### src/rtl/sysmm_pkg.sv
package sysmm_pkg;

    // Controller phases of one matrix product
    typedef enum logic [1:0] {
        ST_IDLE  = 2'd0,
        ST_FEED  = 2'd1,
        ST_DRAIN = 2'd2,
        ST_DONE  = 2'd3
    } sysmm_state_e;

endpackage

### src/rtl/sysmm_pe.sv
// One grid cell: multiply the operands passing through, accumulate,
// and register both operands for the right and lower neighbours.
module sysmm_pe #(
    parameter int DW = 8,
    parameter int AW = 20
) (
    input  logic                 clk,
    input  logic                 rst_n,
    input  logic                 clr,
    input  logic                 en,
    input  logic signed [DW-1:0] a_i,
    input  logic signed [DW-1:0] b_i,
    output logic signed [DW-1:0] a_o,
    output logic signed [DW-1:0] b_o,
    output logic signed [AW-1:0] acc_o
);
    localparam int PW = 2 * DW;

    logic signed [PW-1:0] prod;
    logic signed [AW-1:0] acc_q;
    logic signed [DW-1:0] a_q;
    logic signed [DW-1:0] b_q;

    assign prod = a_i * b_i;

    always_ff @(posedge clk or negedge rst_n) begin
        if (!rst_n) begin
            acc_q <= '0;
            a_q   <= '0;
            b_q   <= '0;
        end else if (clr) begin
            acc_q <= '0;
            a_q   <= '0;
            b_q   <= '0;
        end else if (en) begin
            acc_q <= acc_q + AW'(prod);
            a_q   <= a_i;
            b_q   <= b_i;
        end
    end

    assign a_o   = a_q;
    assign b_o   = b_q;
    assign acc_o = acc_q;

endmodule

### src/rtl/sysmm_skew.sv
// Edge skew: lane i is delayed by i cycles; lanes carry zero
// outside the feed window.
module sysmm_skew #(
    parameter int N  = 4,
    parameter int DW = 8
) (
    input  logic            clk,
    input  logic            rst_n,
    input  logic            clr,
    input  logic            feed_en,
    input  logic [N*DW-1:0] lane_i,
    output logic [N*DW-1:0] lane_o
);
    logic [N*DW-1:0] gated;

    assign gated = feed_en ? lane_i : '0;

    for (genvar i = 0; i < N; i++) begin : g_lane
        if (i == 0) begin : g_direct
            assign lane_o[DW-1:0] = gated[DW-1:0];
        end else begin : g_delay
            logic [DW-1:0] pipe [i];

            always_ff @(posedge clk or negedge rst_n) begin
                if (!rst_n) begin
                    for (int s = 0; s < i; s++) pipe[s] <= '0;
                end else if (clr) begin
                    for (int s = 0; s < i; s++) pipe[s] <= '0;
                end else begin
                    pipe[0] <= gated[i*DW +: DW];
                    for (int s = 1; s < i; s++) pipe[s] <= pipe[s-1];
                end
            end

            assign lane_o[i*DW +: DW] = pipe[i-1];
        end
    end

endmodule

### src/rtl/sysmm_ctrl.sv
// Sequencer: IDLE -> FEED (N cycles) -> DRAIN (2N-2 cycles) -> DONE.
module sysmm_ctrl
    import sysmm_pkg::*;
#(
    parameter int N = 4
) (
    input  logic clk,
    input  logic rst_n,
    input  logic start,
    output logic feed_en,
    output logic run_en,
    output logic done
);
    localparam int LAST = 3 * N - 3;
    localparam int CW   = $clog2(LAST + 2);

    sysmm_state_e   state_q, state_d;
    logic [CW-1:0]  cnt_q, cnt_d;

    // state register
    always_ff @(posedge clk or negedge rst_n) begin
        if (!rst_n) begin
            state_q <= ST_IDLE;
            cnt_q   <= '0;
        end else begin
            state_q <= state_d;
            cnt_q   <= cnt_d;
        end
    end

    // next state
    always_comb begin
        state_d = state_q;
        cnt_d   = cnt_q;
        unique case (state_q)
            ST_IDLE: ;
            ST_FEED: begin
                cnt_d = cnt_q + 1'b1;
                if (cnt_q == CW'(N - 1)) state_d = ST_DRAIN;    // feed-end
            end
            ST_DRAIN: begin
                cnt_d = cnt_q + 1'b1;
                if (cnt_q == CW'(LAST)) state_d = ST_DONE;      // drain-end
            end
            ST_DONE: ;
            default: state_d = ST_IDLE;
        endcase
        if (start) begin                                         // start-accept
            state_d = ST_FEED;
            cnt_d   = '0;
        end
    end

    // outputs
    always_comb begin
        feed_en = 1'b0;
        run_en  = 1'b0;
        done    = 1'b0;
        unique case (state_q)
            ST_FEED: begin
                feed_en = 1'b1;
                run_en  = 1'b1;
            end
            ST_DRAIN: run_en = 1'b1;
            ST_DONE:  done   = 1'b1;
            default:  ;
        endcase
    end

endmodule

### src/rtl/sysmm_array.sv
module sysmm_array #(
    parameter int N  = 4,
    parameter int DW = 8,
    parameter int AW = 20
) (
    input  logic              clk,
    input  logic              rst_n,
    input  logic              start,
    input  logic [N*DW-1:0]   a_in,
    input  logic [N*DW-1:0]   b_in,
    output logic              done,
    output logic [N*N*AW-1:0] c_out
);
    logic              feed_en;
    logic              run_en;
    logic [N*DW-1:0]   a_edge;
    logic [N*DW-1:0]   b_edge;

    logic signed [DW-1:0] a_op [N][N];
    logic signed [DW-1:0] b_op [N][N];
    logic signed [DW-1:0] a_nx [N][N];
    logic signed [DW-1:0] b_nx [N][N];
    logic signed [AW-1:0] acc  [N][N];

    sysmm_ctrl #(.N(N)) u_ctrl (
        .clk     (clk),
        .rst_n   (rst_n),
        .start   (start),
        .feed_en (feed_en),
        .run_en  (run_en),
        .done    (done)
    );

    sysmm_skew #(.N(N), .DW(DW)) u_skew_a (
        .clk     (clk),
        .rst_n   (rst_n),
        .clr     (start),
        .feed_en (feed_en),
        .lane_i  (a_in),
        .lane_o  (a_edge)
    );

    sysmm_skew #(.N(N), .DW(DW)) u_skew_b (
        .clk     (clk),
        .rst_n   (rst_n),
        .clr     (start),
        .feed_en (feed_en),
        .lane_i  (b_in),
        .lane_o  (b_edge)
    );

    for (genvar i = 0; i < N; i++) begin : g_row
        for (genvar j = 0; j < N; j++) begin : g_col
            if (j == 0) begin : g_a_edge
                assign a_op[i][j] = a_edge[i*DW +: DW];
            end else begin : g_a_link
                assign a_op[i][j] = a_nx[i][j-1];
            end

            if (i == 0) begin : g_b_edge
                assign b_op[i][j] = b_edge[j*DW +: DW];
            end else begin : g_b_link
                assign b_op[i][j] = b_nx[i-1][j];
            end

            sysmm_pe #(.DW(DW), .AW(AW)) u_pe (
                .clk   (clk),
                .rst_n (rst_n),
                .clr   (start),
                .en    (run_en),
                .a_i   (a_op[i][j]),
                .b_i   (b_op[i][j]),
                .a_o   (a_nx[i][j]),
                .b_o   (b_nx[i][j]),
                .acc_o (acc[i][j])
            );

            assign c_out[(i*N+j)*AW +: AW] = acc[i][j];
        end
    end

endmodule

### config.mk
export PLATFORM = sky130hd
export DESIGN_NAME = sysmm_array
export DESIGN_NICKNAME = d
export VERILOG_FILES = /design/src/rtl/sysmm_pkg.sv /design/src/rtl/sysmm_pe.sv /design/src/rtl/sysmm_skew.sv /design/src/rtl/sysmm_ctrl.sv /design/src/rtl/sysmm_array.sv
export SDC_FILE = /design/constraint.sdc
export NUM_CORES = 2
export LEC_CHECK = 0
export ABC_AREA = 1
export ABC_CLOCK_PERIOD_IN_PS = 7250
export BUFFER_PORTS_ARGS = -buffer_cell sky130_fd_sc_hd__buf_2
export CORE_MARGIN = 4
export CORE_UTILIZATION = 40
export DETAILED_ROUTE_END_ITERATION = 7
export SLEW_MARGIN = 25
export SYNTH_ARGS = -nofsm -noshare
export SYNTH_HDL_FRONTEND = slang
export SYNTH_HIERARCHICAL = 1
export SYNTH_SLANG_ARGS = --single-unit
export TNS_END_PERCENT = 100
### constraint.sdc
create_clock -name clk -period 7.25 [get_ports clk]
set_input_delay 0.725 -clock clk [delete_from_list [all_inputs] [get_ports clk]]
set_output_delay 0.725 -clock clk [all_outputs]
set_load 0.05 [all_outputs]
; After elaboration in Yosys (flattened, before gate mapping)
; Index checks and enable logic that the tools add are counted.
; W data, S select, Z words.
[totals]
register_bits = 614
inputBits = 67
elab_cells = 196
[op_classes]
add_sub_neg = 17
mul = 16
eq_ne = 7
muxes = 97
reduce_logical = 5
[ops]
columns = op, count
row1 = $mux W20, 32
row2 = $mux W8, 50
row3 = $add A20 B16 Y20, 16
row4 = $mul A8 B8 Y16, 16
row5 = $mux W32, 2
row6 = $mux W24, 2
row7 = $mux W16, 2
row8 = $mux W4, 2
row9 = $mux W2, 3
row10 = $ne A3 B2 Y1 const B, 2
row11 = $add A4 B1 Y4 const B, 1
row12 = $eq A2 B2 Y1 const B, 2
row13 = $eq A4 B2 Y1 const B, 1
row14 = $eq A4 B4 Y1 const B, 1
row15 = $pmux W2 S2, 1
row16 = $reduce_bool A2 Y1, 2
row17 = $mux W1, 3
row18 = $reduce_and A3 Y1, 1
row19 = $reduce_bool A3 Y1, 1
row20 = $eq A2 B1 Y1 const B, 1
row21 = $reduce_or A2 Y1, 1

; Longest topological paths before layout
[depth]
ltp_word = 7
mapped_depth = 28

; By module
; Netlist, hierarchy kept.
[modules_own_cells]
columns = mod, n_inst, cells_each, area_per_inst_um2
row1 = sysmm_pe (g_row[1].g_col[0].u_pe ...), 9, 615, 5171.2
row2 = sysmm_pe (g_row[0].g_col[0].u_pe ...), 4, 645, 5325.1
row3 = sysmm_pe (g_row[3].g_col[3].u_pe), 1, 621, 5183.7
row4 = sysmm_pe (g_row[3].g_col[1].u_pe), 1, 620, 5178.7
row5 = sysmm_pe (g_row[3].g_col[2].u_pe), 1, 615, 5178.7
row6 = sysmm_skew, 2, 184, 1823.0
row7 = sysmm_ctrl, 1, 45, 374.1

; Worst setup path before layout
; Ideal clock, no wire load.
[synth_timing]
path_kind = register -> register
from = register u_ctrl.state_q[1]
to = register g_row[0].g_col[0].u_pe.acc_q[19]
arrival_time_ns = 5.225
t_required_ns = 7.132
setup_slack_ns = 1.907
path_stages_with_launch = 23
synth_period_minus_slack_ns = 5.343
cell_sequence = dfrtp_1 > inv_1 > ha_1 > buf_6 > nand2_1 > inv_1 > clkbuf_1 > nand2_1 > inv_1 > fa_1 > fa_1 > fa_1 > fa_1 > ha_1 > ha_1 > nand2_2 > inv_2 > a21oi_4 > nand2_4 > a21oi_1 > nand3_1 > nand3_1 > nand2_1
[synth_between]
elab_chain_len = 7
word_cells_on_any_way = 12
classes_between = add/sub (1) / mul (1) / eq/ne (2) / mux (6) / reduce/logical (2)
[synth_rtl]
columns = element, line_no
row1 = "start, declared", sysmm_ctrl.sv:17  ; sysmm_state_e state_q, state_d;
row2 = "start signal, assigned", sysmm_ctrl.sv:26  ; state_q <= state_d;
row3 = $eq A2 B1 Y1, sysmm_ctrl.sv:59  ; unique case (state_q)
row4 = $mux W1, sysmm_ctrl.sv:59
row5 = via feed_en, sysmm_array.sv:14  ; logic feed_en;
row6 = $mux W32, sysmm_skew.sv:16  ; assign gated = feed_en ? lane_i : '0;
row7 = via a_edge[7], sysmm_array.sv:16  ; logic [N*DW-1:0] a_edge;
row8 = $mul A8 B8 Y16, sysmm_pe.sv:24  ; assign prod = a_i * b_i;
row9 = $add A20 B16 Y20, sysmm_pe.sv:36  ; acc_q <= acc_q + AW'(prod);
row10 = $mux W20, sysmm_pe.sv:35  ; end else if (en) begin
row11 = $mux W20, sysmm_pe.sv:31  ; end else if (clr) begin
row12 = "end signal, assigned", sysmm_pe.sv:36
row13 = "end, declared", sysmm_pe.sv:20  ; logic signed [AW-1:0] acc_q;
; The timed path passes the listed nets, and every way through them passes these cells. The select of a mux whose other input is x is not followed.
; A chain may end at the register's enable or synchronous reset.

; Final worst setup path
[layout_timing]
from = register u_ctrl.state_q[1]
to = register g_row[0].g_col[0].u_pe.acc_q[18]
[layout_between]
elab_chain_len = 7
word_cells_on_any_way = 12
classes_between = add/sub (1) / mul (1) / eq/ne (2) / mux (6) / reduce/logical (2)
[layout_rtl]
columns = element, line_no
row1 = $eq A2 B1 Y1, sysmm_ctrl.sv:59
row2 = $mux W1, sysmm_ctrl.sv:59
row3 = via feed_en, sysmm_array.sv:14
row4 = $mux W32, sysmm_skew.sv:16
row5 = via b_edge[1], sysmm_array.sv:17  ; logic [N*DW-1:0] b_edge;
row6 = $mul A8 B8 Y16, sysmm_pe.sv:24
row7 = $add A20 B16 Y20, sysmm_pe.sv:36
row8 = $mux W20, sysmm_pe.sv:35
row9 = $mux W20, sysmm_pe.sv:31
; The timed path passes the listed nets, and every way through them passes these cells. The select of a mux whose other input is x is not followed.

==> out/metrics.yaml <==
outcome:
  outcome: "completed"
setup_path:
  cp-startpoint: "u_ctrl/state_q[1]$_DFFE_PN0P_"
  cp-end-kind: "flip-flop"
  startpoint_type: "flip-flop"
  required_ns: 7.90
  critPathArrivalTime_ns: 6.21
  path_buf_inv: 3
  path_common_cell: "fa_1"
  crit_type: "reg2reg"
  cp_top_family: "adder cells"
  reg2reg_from: "u_ctrl/state_q[1]$_DFFE_PN0P_"
  crit_slowest_cell: "fa_1"
  max_stage_delay_ns: 0.56
  crit_chain: "inv_1 -> ha_4 -> nand2_1 -> inv_1 -> nand2_1 -> inv_1 -> fa_1 -> fa_1 -> fa_1 -> fa_1 -> ha_1 -> ha_1 -> a21oi_1 -> o21ai_0 -> a21oi_1 -> a21oi_1 -> o21ai_1"
  cp_max_fo: 17
floorplanning:
  pin_count: 388
  start_util_pct: 40.19
  placementRows: 169
  fp.dieH_um: 469.6
  dieArea_mm2: 0.2205
  fp.coreArea_mm2: 0.2121
  die_x_um: 469.6
route:
  wl_per_cell_um: 17.18
  vias: 63802
  viasPerCell: 4.807
  ant_nets: 0
  drt_pass1_iterations: 6
  drc_errors: 0
  postRouteWirelength_um: 228100
  drt_first_iter_violations: 3817
clock_tree:
  hold_buffers: 1
  cts_tree: "yes"
  htreeDepth: 3
  clk_pin_slew_ns: 0.06
  cts_buffers: 86
  post_cts_buffers: 0
  cts_resized: 0
  clock_path_buffers: 3
  clock_sinks: 614
  root_buffer: "clkbuf_16"
  clk_latency_ns: 0.73
grt:
  grt_use_met1_pct: 28.41
  overflow: 0
  grt_max_degree: 138
  grt_pass1_vias: 68006
  antenna_found_initial: 3
  grt_use_met3_pct: 3.360
  grt_busiest_layer: "met2"
  grtUsageMet2_pct: 35.29
  grt_pass1_wl_um: 374100
  grt_usage_pct: 21.07
placement:
  gp_congestion: 0.9101
  place_ws_ns: 1.677
  dp_hpwl_um: 187600
  port_buffers: 387
  place_area_mm2: 0.08931
power:
  p_per_area_mw_per_mm2: 159.7
  peakVddDrop_uv: 209.7
  comb_power_share_pct: 40.3
  p_sw_share_pct: 45.25
  p_sw_mw: 6.666
  power_leakage_nw: 57.36
  internal_power_mw: 8.066
  clkPwrFrac_pct: 30.6
  p_seq_share_pct: 29.1
synth:
  syn_area_mm2: 0.08524
  syn-num-nets: 12463
  synth_cells: 10247
  ys_warn_count: 6
  avgSynthCellArea_um2: 8.318
cells_and_area:
  area_delta_synth_final_pct: 8.251
  final_nets: 12597
  final_cell_mix: "inv_1 (2,585), nand2_1 (2,405), fa_1 (1,408), ha_1 (740), dfrtp_1 (614)"
  layout_commonest_cell: "inv_1"
  stdcell_area_mm2: 0.09227
  drive_gt1_share_pct: 8.277
sta:
  tns_ns: 0
  drv_slew: 0
  clock_skew_ns: 0.03365
  hold_viol: 0
  max_freq_ghz: 0.1797
  period_needed_ns: 5.566
  layout_setup_ws_ns: 1.684
  setup_viol: 0
  timing.final.crit_share_pct: 76.77
  worst_pin_slew_ns: 0.9290
  relSlewSlack_pct: 37.92
  rsz0062_at_grt: "false"
min_path:
  min_path_type: "in2reg"
  hold_start: "b_in[13]"
flow_run:
  cap_violations: 0
## metrics by stage
| step | util (%) | total power [mW] | hold WS [ns] | instances |
|---|---|---|---|---|
| after floorplan | - | 8.486 | 0.4294 | 10247 |
| after global placement | 42.10 | 10.25 | 0.4374 | 13113 |
| after detailed placement | 42.11 | 10.33 | 0.4455 | 13113 |
| after CTS | 43.50 | 14.97 | 0.1492 | 13272 |
| after global routing | 43.50 | 15.85 | 0.1926 | 13272 |
| final | 43.51 | 14.73 | 0.2200 | 13273 |
## metal layers
layer | part of all wire, % | up-vias
met5 | 0 | -
met4 | 2.7 | 0
met3 | 5.1 | 245
met2 | 48 | 1327
met1 | 45 | 31684
li1 | - | 30546
## state kept, by name, summed over array words and instances, names as in the netlist
signal                        count
g_row.g_col.u_pe/acc_o          320
u_skew_a/lane_o                  16
u_ctrl/cnt_q                      4
u_skew_a/g_lane.g_delay.pipe     32
g_row.g_col.u_pe/a_o             96
g_row.g_col.u_pe/b_o             96
u_ctrl/state_q                    2
u_skew_b/g_lane.g_delay.pipe     32
u_skew_b/lane_o                  16
## cell type report
class / instances / area (µm²)
clock inverters: 45 / 539.3
repair buffers: 419 / 2236
well taps: 2821 / 3530
multi-input cells: 6639 / 58350
diodes: 1 / 2.502
flip-flops and latches: 614 / 15360
fillers: 20933 / 119800
inverters: 2621 / 9838
clock buffers: 113 / 2405
## power by group through the flow
stage / combinational (mW) / sequential, mW / clock (mW)
global placement: 5.90 / 4.35 / 0
floorplan: 4.07 / 4.41 / 0
global route: 6.74 / 4.34 / 4.78
finish: 5.94 / 4.29 / 4.50
CTS: 6.02 / 4.29 / 4.66
detailed placement: 5.97 / 4.35 / 0
## path summary, 6_finish.rpt
kind	end	slack, ns	cells past startpoint
hold / removal	u_skew_b/g_lane[1].g_delay.pipe[5]$_DFF_PN0_	0.22	3
setup reg to reg	g_row[0].g_col[0].u_pe/acc_o[18]$_DFFE_PN0P_	1.68	17
setup / recovery	g_row[0].g_col[0].u_pe/acc_o[18]$_DFFE_PN0P_	1.68	17
min in group asynchronous	g_row[3].g_col[1].u_pe/acc_o[19]$_DFFE_PN0P_	0.59	2
hold reg to reg	u_skew_a/g_lane[3].g_delay.pipe[14]$_DFF_PN0_	0.45	2
max in group asynchronous	g_row[1].g_col[2].u_pe/acc_o[9]$_DFFE_PN0P_	5.32	3
## worst register-to-register path: stages, from the launching register on
cell and delay [ns]:
dfrtp_1 0.41, inv_1 0.10, ha_4 0.26, nand2_1 0.09, inv_1 0.31, nand2_1 0.09
inv_1 0.55, fa_1 0.57, fa_1 0.53, fa_1 0.44, fa_1 0.49, ha_1 0.31
ha_1 0.39, a21oi_1 0.30, o21ai_0 0.17, a21oi_1 0.24, a21oi_1 0.10, o21ai_1 0.15
(Power assumes the default switching activity.)
